===== config.mk =====
export PLATFORM = sky130hd
export DESIGN_NAME = nor_cmd_seq
export DESIGN_NICKNAME = d
export VERILOG_FILES = /design/src/rtl/nor_seq_pkg.sv /design/src/rtl/nor_bus_phy.sv /design/src/rtl/nor_sect_walk.sv /design/src/rtl/nor_poll_timer.sv /design/src/rtl/nor_cmd_seq.sv
export SDC_FILE = /design/constraint.sdc
export NUM_CORES = 1
export LEC_CHECK = 0
export BUFFER_PORTS_ARGS = -buffer_cell sky130_fd_sc_hd__buf_2
export CORE_UTILIZATION = 35
export DETAILED_ROUTE_END_ITERATION = 10
export GPL_ROUTABILITY_DRIVEN = 0
export PLACE_DENSITY = 0.5
export SYNTH_ARGS = -nofsm -noshare
export SYNTH_HDL_FRONTEND = slang
export SYNTH_HIERARCHICAL = 1
export SYNTH_SLANG_ARGS = --single-unit

===== constraint.sdc =====
create_clock -name clk -period 6.3 [get_ports clk]
set_input_delay 0.315 -clock clk [delete_from_list [all_inputs] [get_ports clk]]
set_output_delay 0.315 -clock clk [all_outputs]
set_load 0.03 [all_outputs]

===== src/rtl/nor_seq_pkg.sv =====
package nor_seq_pkg;

    localparam int ADDR_W = 19;
    localparam int DATA_W = 8;
    localparam int SECT_N = 8;
    localparam int SECT_W = $clog2(SECT_N);
    localparam int STEP_W = 3;

    typedef logic [ADDR_W-1:0] addr_t;
    typedef logic [DATA_W-1:0] data_t;
    typedef logic [STEP_W-1:0] step_t;

    typedef enum logic [1:0] {
        OP_PROG = 2'd0,
        OP_SECT = 2'd1,
        OP_CHIP = 2'd2,
        OP_NONE = 2'd3
    } op_e;

    typedef enum logic [1:0] {
        S_IDLE,
        S_CMD,
        S_SECT,
        S_POLL
    } seq_st_e;

    typedef enum logic [2:0] {
        P_IDLE,
        P_SETUP,
        P_PULSE,
        P_HOLD,
        P_READ
    } phy_st_e;

    typedef struct packed {
        addr_t addr;
        data_t data;
    } bus_word_t;

    // unlock addresses and command bytes
    localparam addr_t KEY_ADDR_HI = 19'h05555;
    localparam addr_t KEY_ADDR_LO = 19'h02AAA;
    localparam data_t KEY_BYTE_1  = 8'hAA;
    localparam data_t KEY_BYTE_2  = 8'h55;
    localparam data_t CMD_WRITE   = 8'hA0;
    localparam data_t CMD_ERASE   = 8'h80;
    localparam data_t CMD_ALL     = 8'h10;
    localparam data_t CMD_SECTOR  = 8'h30;

    // index of the final scripted step per operation
    localparam step_t LAST_PROG   = 3'd3;
    localparam step_t LAST_PRE    = 3'd4;
    localparam step_t LAST_CHIP   = 3'd5;

    function automatic bus_word_t cmd_word(op_e op, step_t step, addr_t tgt, data_t dat);
        bus_word_t w;
        case (step)
            3'd0:    w = '{addr: KEY_ADDR_HI, data: KEY_BYTE_1};
            3'd1:    w = '{addr: KEY_ADDR_LO, data: KEY_BYTE_2};
            3'd2:    w = '{addr: KEY_ADDR_HI, data: (op == OP_PROG) ? CMD_WRITE : CMD_ERASE};
            3'd3:    w = (op == OP_PROG) ? '{addr: tgt, data: dat}
                                         : '{addr: KEY_ADDR_HI, data: KEY_BYTE_1};
            3'd4:    w = '{addr: KEY_ADDR_LO, data: KEY_BYTE_2};
            default: w = '{addr: KEY_ADDR_HI, data: CMD_ALL};
        endcase
        return w;
    endfunction

    function automatic addr_t sect_base(logic [SECT_W-1:0] idx);
        return {idx, {(ADDR_W-SECT_W){1'b0}}};
    endfunction

endpackage


===== src/rtl/nor_bus_phy.sv =====
module nor_bus_phy
    import nor_seq_pkg::*;
#(
    parameter int SETUP_CYC = 1,
    parameter int PULSE_CYC = 5,
    parameter int HOLD_CYC  = 2,
    parameter int READ_CYC  = 10
) (
    input  logic      clk,
    input  logic      rst,
    input  logic      start,
    input  logic      is_read,
    input  bus_word_t word,
    output logic      idle,
    output logic      done,
    output data_t     rd_data,
    output addr_t     fl_addr,
    output data_t     fl_dout,
    output logic      fl_dout_en,
    input  data_t     fl_din,
    output logic      fl_cs_n,
    output logic      fl_we_n,
    output logic      fl_oe_n
);
    localparam int M_A   = (SETUP_CYC > PULSE_CYC) ? SETUP_CYC : PULSE_CYC;
    localparam int M_B   = (HOLD_CYC > READ_CYC) ? HOLD_CYC : READ_CYC;
    localparam int M_ALL = (M_A > M_B) ? M_A : M_B;
    localparam int CNT_W = $clog2(M_ALL + 1);
    localparam int WL_W  = CNT_W + 1;

    phy_st_e            ph_q;
    logic [CNT_W-1:0]   cnt_q;
    bus_word_t          word_q;
    data_t              rd_q;
    logic               done_q;
    logic               last_setup, last_pulse, last_hold, last_read;

    assign last_setup = (cnt_q == CNT_W'(SETUP_CYC - 1));
    assign last_pulse = (cnt_q == CNT_W'(PULSE_CYC - 1));
    assign last_hold  = (cnt_q == CNT_W'(HOLD_CYC - 1));
    assign last_read  = (cnt_q == CNT_W'(READ_CYC - 1));

    always_ff @(posedge clk) begin
        if (rst) begin
            ph_q   <= P_IDLE;
            cnt_q  <= '0;
            word_q <= '0;
            rd_q   <= '0;
            done_q <= 1'b0;
        end else begin
            done_q <= 1'b0;
            case (ph_q)
                P_IDLE: begin
                    if (start) begin
                        word_q <= word;
                        cnt_q  <= '0;
                        ph_q   <= is_read ? P_READ : P_SETUP;
                    end
                end
                P_SETUP: begin
                    cnt_q <= last_setup ? '0 : cnt_q + 1'b1;
                    if (last_setup) ph_q <= P_PULSE;
                end
                P_PULSE: begin
                    cnt_q <= last_pulse ? '0 : cnt_q + 1'b1;
                    if (last_pulse) ph_q <= P_HOLD;
                end
                P_HOLD: begin
                    cnt_q <= last_hold ? '0 : cnt_q + 1'b1;
                    if (last_hold) begin
                        ph_q   <= P_IDLE;
                        done_q <= 1'b1;
                    end
                end
                P_READ: begin
                    cnt_q <= last_read ? '0 : cnt_q + 1'b1;
                    if (last_read) begin
                        rd_q   <= fl_din;
                        ph_q   <= P_IDLE;
                        done_q <= 1'b1;
                    end
                end
                default: ph_q <= P_IDLE;
            endcase
        end
    end

    assign idle       = (ph_q == P_IDLE);
    assign done       = done_q;
    assign rd_data    = rd_q;
    assign fl_addr    = word_q.addr;
    assign fl_dout    = word_q.data;
    assign fl_cs_n    = (ph_q == P_IDLE);
    assign fl_we_n    = (ph_q != P_PULSE);
    assign fl_oe_n    = (ph_q != P_READ);
    assign fl_dout_en = (ph_q == P_SETUP) || (ph_q == P_PULSE) || (ph_q == P_HOLD);

    // checker state: length of the current write-enable low run
    logic [WL_W-1:0] wl_run_q;
    always_ff @(posedge clk) begin
        if (rst)           wl_run_q <= '0;
        else if (!fl_we_n) wl_run_q <= wl_run_q + 1'b1;
        else               wl_run_q <= '0;
    end

    a_r5_we_in_cs: assert property (@(posedge clk) disable iff (rst)
        !fl_we_n |-> !fl_cs_n);

    a_r5_pulse_width: assert property (@(posedge clk) disable iff (rst)
        $rose(fl_we_n) |-> (wl_run_q == WL_W'(PULSE_CYC)));

    a_r5_addr_hold: assert property (@(posedge clk) disable iff (rst)
        (!fl_cs_n && $past(!fl_cs_n)) |-> ($stable(fl_addr) && $stable(fl_dout)));

    a_r6_no_contention: assert property (@(posedge clk) disable iff (rst)
        !fl_oe_n |-> (!fl_dout_en && fl_we_n));

endmodule


===== src/rtl/nor_sect_walk.sv =====
module nor_sect_walk
    import nor_seq_pkg::*;
#(
    parameter int N = SECT_N,
    localparam int IW = (N > 1) ? $clog2(N) : 1
) (
    input  logic          clk,
    input  logic          rst,
    input  logic          load,
    input  logic [N-1:0]  mask_in,
    input  logic          adv,
    output logic          any,
    output logic [IW-1:0] idx
);
    logic [N-1:0] mask_q;
    logic [N-1:0] lower_set;
    logic [N-1:0] first;

    assign lower_set[0] = 1'b0;
    genvar g;
    generate
        for (g = 1; g < N; g++) begin : g_chain
            assign lower_set[g] = lower_set[g-1] | mask_q[g-1];
        end
    endgenerate

    assign first = mask_q & ~lower_set;
    assign any   = |mask_q;

    always_comb begin
        idx = '0;
        for (int i = 0; i < N; i++) begin
            if (first[i]) idx = IW'(i);
        end
    end

    always_ff @(posedge clk) begin
        if (rst)       mask_q <= '0;
        else if (load) mask_q <= mask_in;
        else if (adv)  mask_q <= mask_q & ~first;
    end

    a_r4_one_per_adv: assert property (@(posedge clk) disable iff (rst)
        (adv && !load) |=> ($countones(mask_q) + 1 == $past($countones(mask_q))));

endmodule


===== src/rtl/nor_poll_timer.sv =====
module nor_poll_timer #(
    parameter int TMO_W = 40
) (
    input  logic             clk,
    input  logic             rst,
    input  logic             run,
    input  logic [TMO_W-1:0] limit,
    output logic             expired
);
    logic [TMO_W-1:0] cnt_q;

    always_ff @(posedge clk) begin
        if (rst || !run)     cnt_q <= '0;
        else if (cnt_q < limit) cnt_q <= cnt_q + 1'b1;
    end

    assign expired = run && (cnt_q >= limit);

endmodule


===== src/rtl/nor_cmd_seq.sv =====
module nor_cmd_seq
    import nor_seq_pkg::*;
#(
    parameter int SETUP_CYC = 1,
    parameter int PULSE_CYC = 5,
    parameter int HOLD_CYC  = 2,
    parameter int READ_CYC  = 10,
    parameter int TMO_W     = 40,
    parameter logic [TMO_W-1:0] PROG_TMO = TMO_W'(64'd30_000),
    parameter logic [TMO_W-1:0] SECT_TMO = TMO_W'(64'd1_500_000_000),
    parameter logic [TMO_W-1:0] CHIP_TMO = TMO_W'(64'd6_400_000_000)
) (
    input  logic              clk,
    input  logic              rst,
    input  logic              req_valid,
    input  logic [1:0]        req_op,
    input  logic [ADDR_W-1:0] req_addr,
    input  logic [DATA_W-1:0] req_data,
    input  logic [SECT_N-1:0] req_sect_mask,
    output logic              busy,
    output logic              op_done,
    output logic              op_fail,
    output logic [ADDR_W-1:0] fl_addr,
    output logic [DATA_W-1:0] fl_dout,
    output logic              fl_dout_en,
    input  logic [DATA_W-1:0] fl_din,
    output logic              fl_cs_n,
    output logic              fl_we_n,
    output logic              fl_oe_n
);
    seq_st_e   st_q;
    op_e       op_q;
    addr_t     addr_q;
    data_t     data_q;
    step_t     step_q;
    logic      done_q, fail_q;

    logic      accept, last_cmd, exp_b7;
    logic      bus_start, bus_read, bus_idle, bus_done;
    bus_word_t bus_word;
    data_t     bus_rd;
    logic      w_any;
    logic [SECT_W-1:0] w_idx;
    logic [TMO_W-1:0]  tmo_limit;
    logic      tmo_exp;

    assign accept = (st_q == S_IDLE) && req_valid && (op_e'(req_op) != OP_NONE);
    assign exp_b7 = (op_q == OP_PROG) ? data_q[DATA_W-1] : 1'b1;

    always_comb begin
        case (op_q)
            OP_PROG: last_cmd = (step_q == LAST_PROG);
            OP_SECT: last_cmd = (step_q == LAST_PRE);
            default: last_cmd = (step_q == LAST_CHIP);
        endcase
    end

    always_comb begin
        case (op_q)
            OP_PROG: tmo_limit = PROG_TMO;
            OP_SECT: tmo_limit = SECT_TMO;
            default: tmo_limit = CHIP_TMO;
        endcase
    end

    always_comb begin
        bus_word  = cmd_word(op_q, step_q, addr_q, data_q);
        bus_start = 1'b0;
        bus_read  = 1'b0;
        case (st_q)
            S_CMD:  bus_start = bus_idle && !bus_done;
            S_SECT: begin
                bus_word  = '{addr: sect_base(w_idx), data: CMD_SECTOR};
                bus_start = bus_idle && !bus_done && w_any;
            end
            S_POLL: begin
                bus_word  = '{addr: addr_q, data: data_q};
                bus_read  = 1'b1;
                bus_start = bus_idle && !bus_done;
            end
            default: ;
        endcase
    end

    always_ff @(posedge clk) begin
        if (rst) begin
            st_q   <= S_IDLE;
            op_q   <= OP_PROG;
            addr_q <= '0;
            data_q <= '0;
            step_q <= '0;
            done_q <= 1'b0;
            fail_q <= 1'b0;
        end else begin
            done_q <= 1'b0;
            fail_q <= 1'b0;
            case (st_q)
                S_IDLE: begin
                    if (accept) begin
                        op_q   <= op_e'(req_op);
                        addr_q <= req_addr;
                        data_q <= req_data;
                        step_q <= '0;
                        st_q   <= S_CMD;
                    end
                end
                S_CMD: begin
                    if (bus_done) begin
                        if (last_cmd) st_q <= (op_q == OP_SECT) ? S_SECT : S_POLL;
                        else          step_q <= step_q + 1'b1;
                    end
                end
                S_SECT: begin
                    if (!w_any) st_q <= S_POLL;
                end
                S_POLL: begin
                    if (bus_done) begin
                        if (bus_rd[DATA_W-1] == exp_b7) begin
                            done_q <= 1'b1;
                            st_q   <= S_IDLE;
                        end else if (tmo_exp) begin
                            fail_q <= 1'b1;
                            st_q   <= S_IDLE;
                        end
                    end
                end
                default: st_q <= S_IDLE;
            endcase
        end
    end

    nor_bus_phy #(
        .SETUP_CYC (SETUP_CYC),
        .PULSE_CYC (PULSE_CYC),
        .HOLD_CYC  (HOLD_CYC),
        .READ_CYC  (READ_CYC)
    ) phy_i (
        .clk        (clk),
        .rst        (rst),
        .start      (bus_start),
        .is_read    (bus_read),
        .word       (bus_word),
        .idle       (bus_idle),
        .done       (bus_done),
        .rd_data    (bus_rd),
        .fl_addr    (fl_addr),
        .fl_dout    (fl_dout),
        .fl_dout_en (fl_dout_en),
        .fl_din     (fl_din),
        .fl_cs_n    (fl_cs_n),
        .fl_we_n    (fl_we_n),
        .fl_oe_n    (fl_oe_n)
    );

    nor_sect_walk #(.N(SECT_N)) walk_i (
        .clk     (clk),
        .rst     (rst),
        .load    (accept),
        .mask_in (req_sect_mask),
        .adv     ((st_q == S_SECT) && bus_done),
        .any     (w_any),
        .idx     (w_idx)
    );

    nor_poll_timer #(.TMO_W(TMO_W)) tmr_i (
        .clk     (clk),
        .rst     (rst),
        .run     (st_q == S_POLL),
        .limit   (tmo_limit),
        .expired (tmo_exp)
    );

    assign busy    = (st_q != S_IDLE);
    assign op_done = done_q;
    assign op_fail = fail_q;

    a_r10_one_outcome: assert property (@(posedge clk) disable iff (rst)
        !(op_done && op_fail));

    a_r10_done_pulse: assert property (@(posedge clk) disable iff (rst)
        (op_done || op_fail) |=> !(op_done || op_fail));

    a_r7_idle_on_done: assert property (@(posedge clk) disable iff (rst)
        op_done |-> !busy);

    a_r9_op_held: assert property (@(posedge clk) disable iff (rst)
        busy |=> (!busy || $stable(op_q)));

    a_r8_fail_from_poll: assert property (@(posedge clk) disable iff (rst)
        op_fail |-> ($past(st_q) == S_POLL));

endmodule


==> out/qor.json <==
{
  "timing": {
    "unrepaired_setup_endpoints_after_global_routing": "no",
    "totalNegativeSetupSlack_ns": 0,
    "clock-skew-final_ns": 0.00714,
    "timing.slew.headroom_pct": 21.5,
    "finalHoldWorstSlack_ns": 0.124,
    "min_period_ns": 4.40,
    "peak_clock_frequency_supported_by_timing_mhz": 227,
    "layout_worst_path_cycle_share_pct": 69.8,
    "setup_violations": 0,
    "worst-slew-pin-transition_ns": 1.17,
    "timing.final.max_slew_violations": 0,
    "hold_viol_final": 0
  },
  "cts": {
    "clockBufferDepth": 2,
    "path_clk_slew_ns": 0.06,
    "clock_sink_count": 120,
    "cts.htree.levels": 4,
    "cts_hold_buffers": 0,
    "cts_root_buffer": "sky130_fd_sc_hd__clkbuf_16",
    "tritoncts": "built",
    "cts_buffers": 17,
    "cts_post_setup_buffers_inserted": 0,
    "clk-insertion-delay-late_ns": 0.43,
    "post_cts_resized": 0
  },
  "power": {
    "power.density_cell_area_nw_per_um2": 317,
    "net_switching_power_mw": 0.897,
    "seqPwrFrac_pct": 35.4,
    "cell_internal_power_dissipation_mw": 1.65,
    "clock_power_share_pct": 38.9,
    "p_sw_share_pct": 35.1,
    "share_comb_of_total_power_pct": 25.7,
    "leakage_nw": 3.22,
    "max-vdd-ir-drop_uv": 224
  },
  "detailed_routing": {
    "antenna_left": 0,
    "detail_route.first_pass.iterations": 5,
    "wl_um": 17600,
    "post_drt_via_cell_ratio": 5.09,
    "num_vias": 6280,
    "dr_drc_count": 0,
    "routedWlPerCell_um": 14.2,
    "initialDrtViolationCount": 317
  },
  "floorplanning": {
    "die-area_um2": 20200,
    "chipHeight_um": 142,
    "core_area_um2": 19000,
    "placementRows": 50,
    "initial_utilization_pct": 36.2,
    "design.portCount": 82,
    "die_w_um": 142
  },
  "layout": {
    "n_fill_cell": 1997,
    "sequential_cell_area_um2": 2400,
    "area_growth_pct": 17.2,
    "multiInputGateArea_um2": 4050,
    "nets": 1062,
    "final_layout_size_suffix_gt1_share_pct": 13.2
  },
  "setup_path": {
    "buffers_inverters_on_critical_path": 2,
    "crit_type": "reg -> reg",
    "timing.critical_path.to_type": "flop",
    "timing.critical_path.arrival_ns": 4.77,
    "cp-start-kind": "flop",
    "kind_of_cell_with_the_highest_combined_delay_on_the_critical_path": "simple AND/OR/NAND/NOR gates",
    "worst_path_largest_cell_delay_ns": 0.61,
    "critical_path.slowest_cell": "sky130_fd_sc_hd__nor2_1",
    "critical_path_required_ns": 6.67,
    "crit_chain": "nor2_1 -> inv_1 -> inv_1 -> ha_1 -> nand4_1 -> nor4_1 -> nand2_1 -> a211oi_1 -> or3_4 -> o21a_1 -> nor2_1 -> a2111oi_0 -> o221a_1",
    "worst-path-max-fanout": 77
  },
  "place": {
    "io_port_bufs": 74,
    "detailed_placer_s_ending_hpwl_um": 11900
  },
  "global_route": {
    "grt_util_met3_pct": 5.28,
    "grtUsageMet1_pct": 24.0,
    "first_global_vias": 6080,
    "grtUsageTotal_pct": 18.7,
    "top_usage_layer": "met2",
    "largest_net_degree_at_the_start_of_global_routing": 78,
    "use_met2_pct": 30.5,
    "overflow": 0,
    "antenna_found_initial": 2,
    "wire_length_of_the_first_global_routing_pass_um": 30100
  },
  "yosys": {
    "synthCells": 892,
    "synth.avg_cell_area_um2": 7.69,
    "netlist_area_um2": 6860,
    "yosysWarningCount": 6
  },
  "run_status": {
    "status": "finished, final reports clean"
  },
  "min_path": {
    "worst_hold_path_type": "in -> reg"
  },
  "job": {
    "max_cap_violation_count": 0
  }
}
## state kept, by name, summed over array words and instances, names as in the netlist
register,count
phy_i/done,1
phy_i/fl_dout,8
tmr_i/cnt_q,40
data_q,8
addr_q,19
st_q,2
walk_i/mask_q,8
op_fail,1
op_q,2
step_q,3
op_done,1
phy_i/fl_addr,19
phy_i/rd_data,1
phy_i/cnt_q,4
phy_i/ph_q,3
## power by group through the flow
stage | logic, mW | clock network [mW] | registers (mW)
5_1_grt | 0.737 | 1.06 | 0.916
3_5_place_dp | 0.658 | 0 | 0.920
3_3_place_gp | 0.658 | 0 | 0.919
4_1_cts | 0.662 | 1.02 | 0.904
6_report | 0.655 | 0.993 | 0.903
2_1_floorplan | 0.462 | 0 | 0.946
## per-layer routing
layer / share of wire [%] / vias to the layer above
met2: 46 / 103
met5: 0.074 / -
met3: 4.8 / 22
met1: 49 / 2887
li1: - / 3266
met4: 1.0 / 2
## placed cells by master (no fill, tap or decap), types with 4 or more instances in the layout
master	instances
sky130_fd_sc_hd__nand4_1	20
sky130_fd_sc_hd__and2_1	6
sky130_fd_sc_hd__and3_1	12
sky130_fd_sc_hd__nor2_1	35
sky130_fd_sc_hd__or3_1	28
sky130_fd_sc_hd__nor2b_1	5
sky130_fd_sc_hd__o21a_1	10
sky130_fd_sc_hd__nor3_1	13
sky130_fd_sc_hd__clkinv_4	6
sky130_fd_sc_hd__dfxtp_1	120
sky130_fd_sc_hd__mux2i_1	5
sky130_fd_sc_hd__a21oi_1	129
sky130_fd_sc_hd__nand2_1	159
sky130_fd_sc_hd__ha_1	53
sky130_fd_sc_hd__nor4_1	5
sky130_fd_sc_hd__o21ai_1	8
sky130_fd_sc_hd__conb_1	20
sky130_fd_sc_hd__a21o_1	12
sky130_fd_sc_hd__o21ai_0	32
sky130_fd_sc_hd__or4_1	10
sky130_fd_sc_hd__inv_1	64
sky130_fd_sc_hd__nand2b_1	7
sky130_fd_sc_hd__o31ai_1	12
sky130_fd_sc_hd__and4_1	6
sky130_fd_sc_hd__buf_4	5
sky130_fd_sc_hd__inv_6	4
sky130_fd_sc_hd__buf_2	74
sky130_fd_sc_hd__clkbuf_16	17
sky130_fd_sc_hd__nand3_1	27
## stage by stage
| step | power (mW) | instance area, µm² | util (%) | worst slack (ns) | cells |
|---|---|---|---|---|---|
| after floorplan | 1.41 | 6930 | - | 3.11 | 911 |
| after global placement | 1.58 | 7430 | 39.2 | 1.98 | 1202 |
| after detailed placement | 1.58 | 7430 | 39.2 | 1.90 | 1202 |
| after CTS | 2.58 | 8040 | 42.4 | 1.87 | 1234 |
| after global routing | 2.71 | 8040 | 42.4 | 1.38 | 1234 |
| final | 2.55 | 8040 | 42.4 | 1.90 | 1235 |
## worst reg2reg max path: cells and delay by family, from the launching register on
kind	cells	cell delay, ns
buf+inv	2	0.51
compound gates	4	1.18
simple gates	6	2.04
flops	1	0.46
fa+ha+maj	1	0.15
## layout make-up
| class | instances | share of cell area [%] |
|---|---|---|
| clock buffer | 18 | 5.46 |
| timing repair buffer | 79 | 5.07 |
| inverter | 67 | 3.13 |
| sequential | 120 | 29.9 |
| multi-input combinational | 676 | 50.3 |
| clock inverter | 14 | 2.04 |
| tap | 260 | 4.05 |
| antenna | 1 | 0.0311 |
## worst paths after layout
kind	startpoint	end	slack, ns	depth (start not counted)
setup reg to reg	op_q[1]	st_q[0]	1.90	13
setup / recovery	op_q[1]	st_q[0]	1.90	13
hold / removal	req_addr[15]	addr_q[15]	0.12	3
hold reg to reg	phy_i/fl_addr[16]	phy_i/fl_addr[16]	0.45	2
Note: power is estimated with default switching activity, not from simulation.
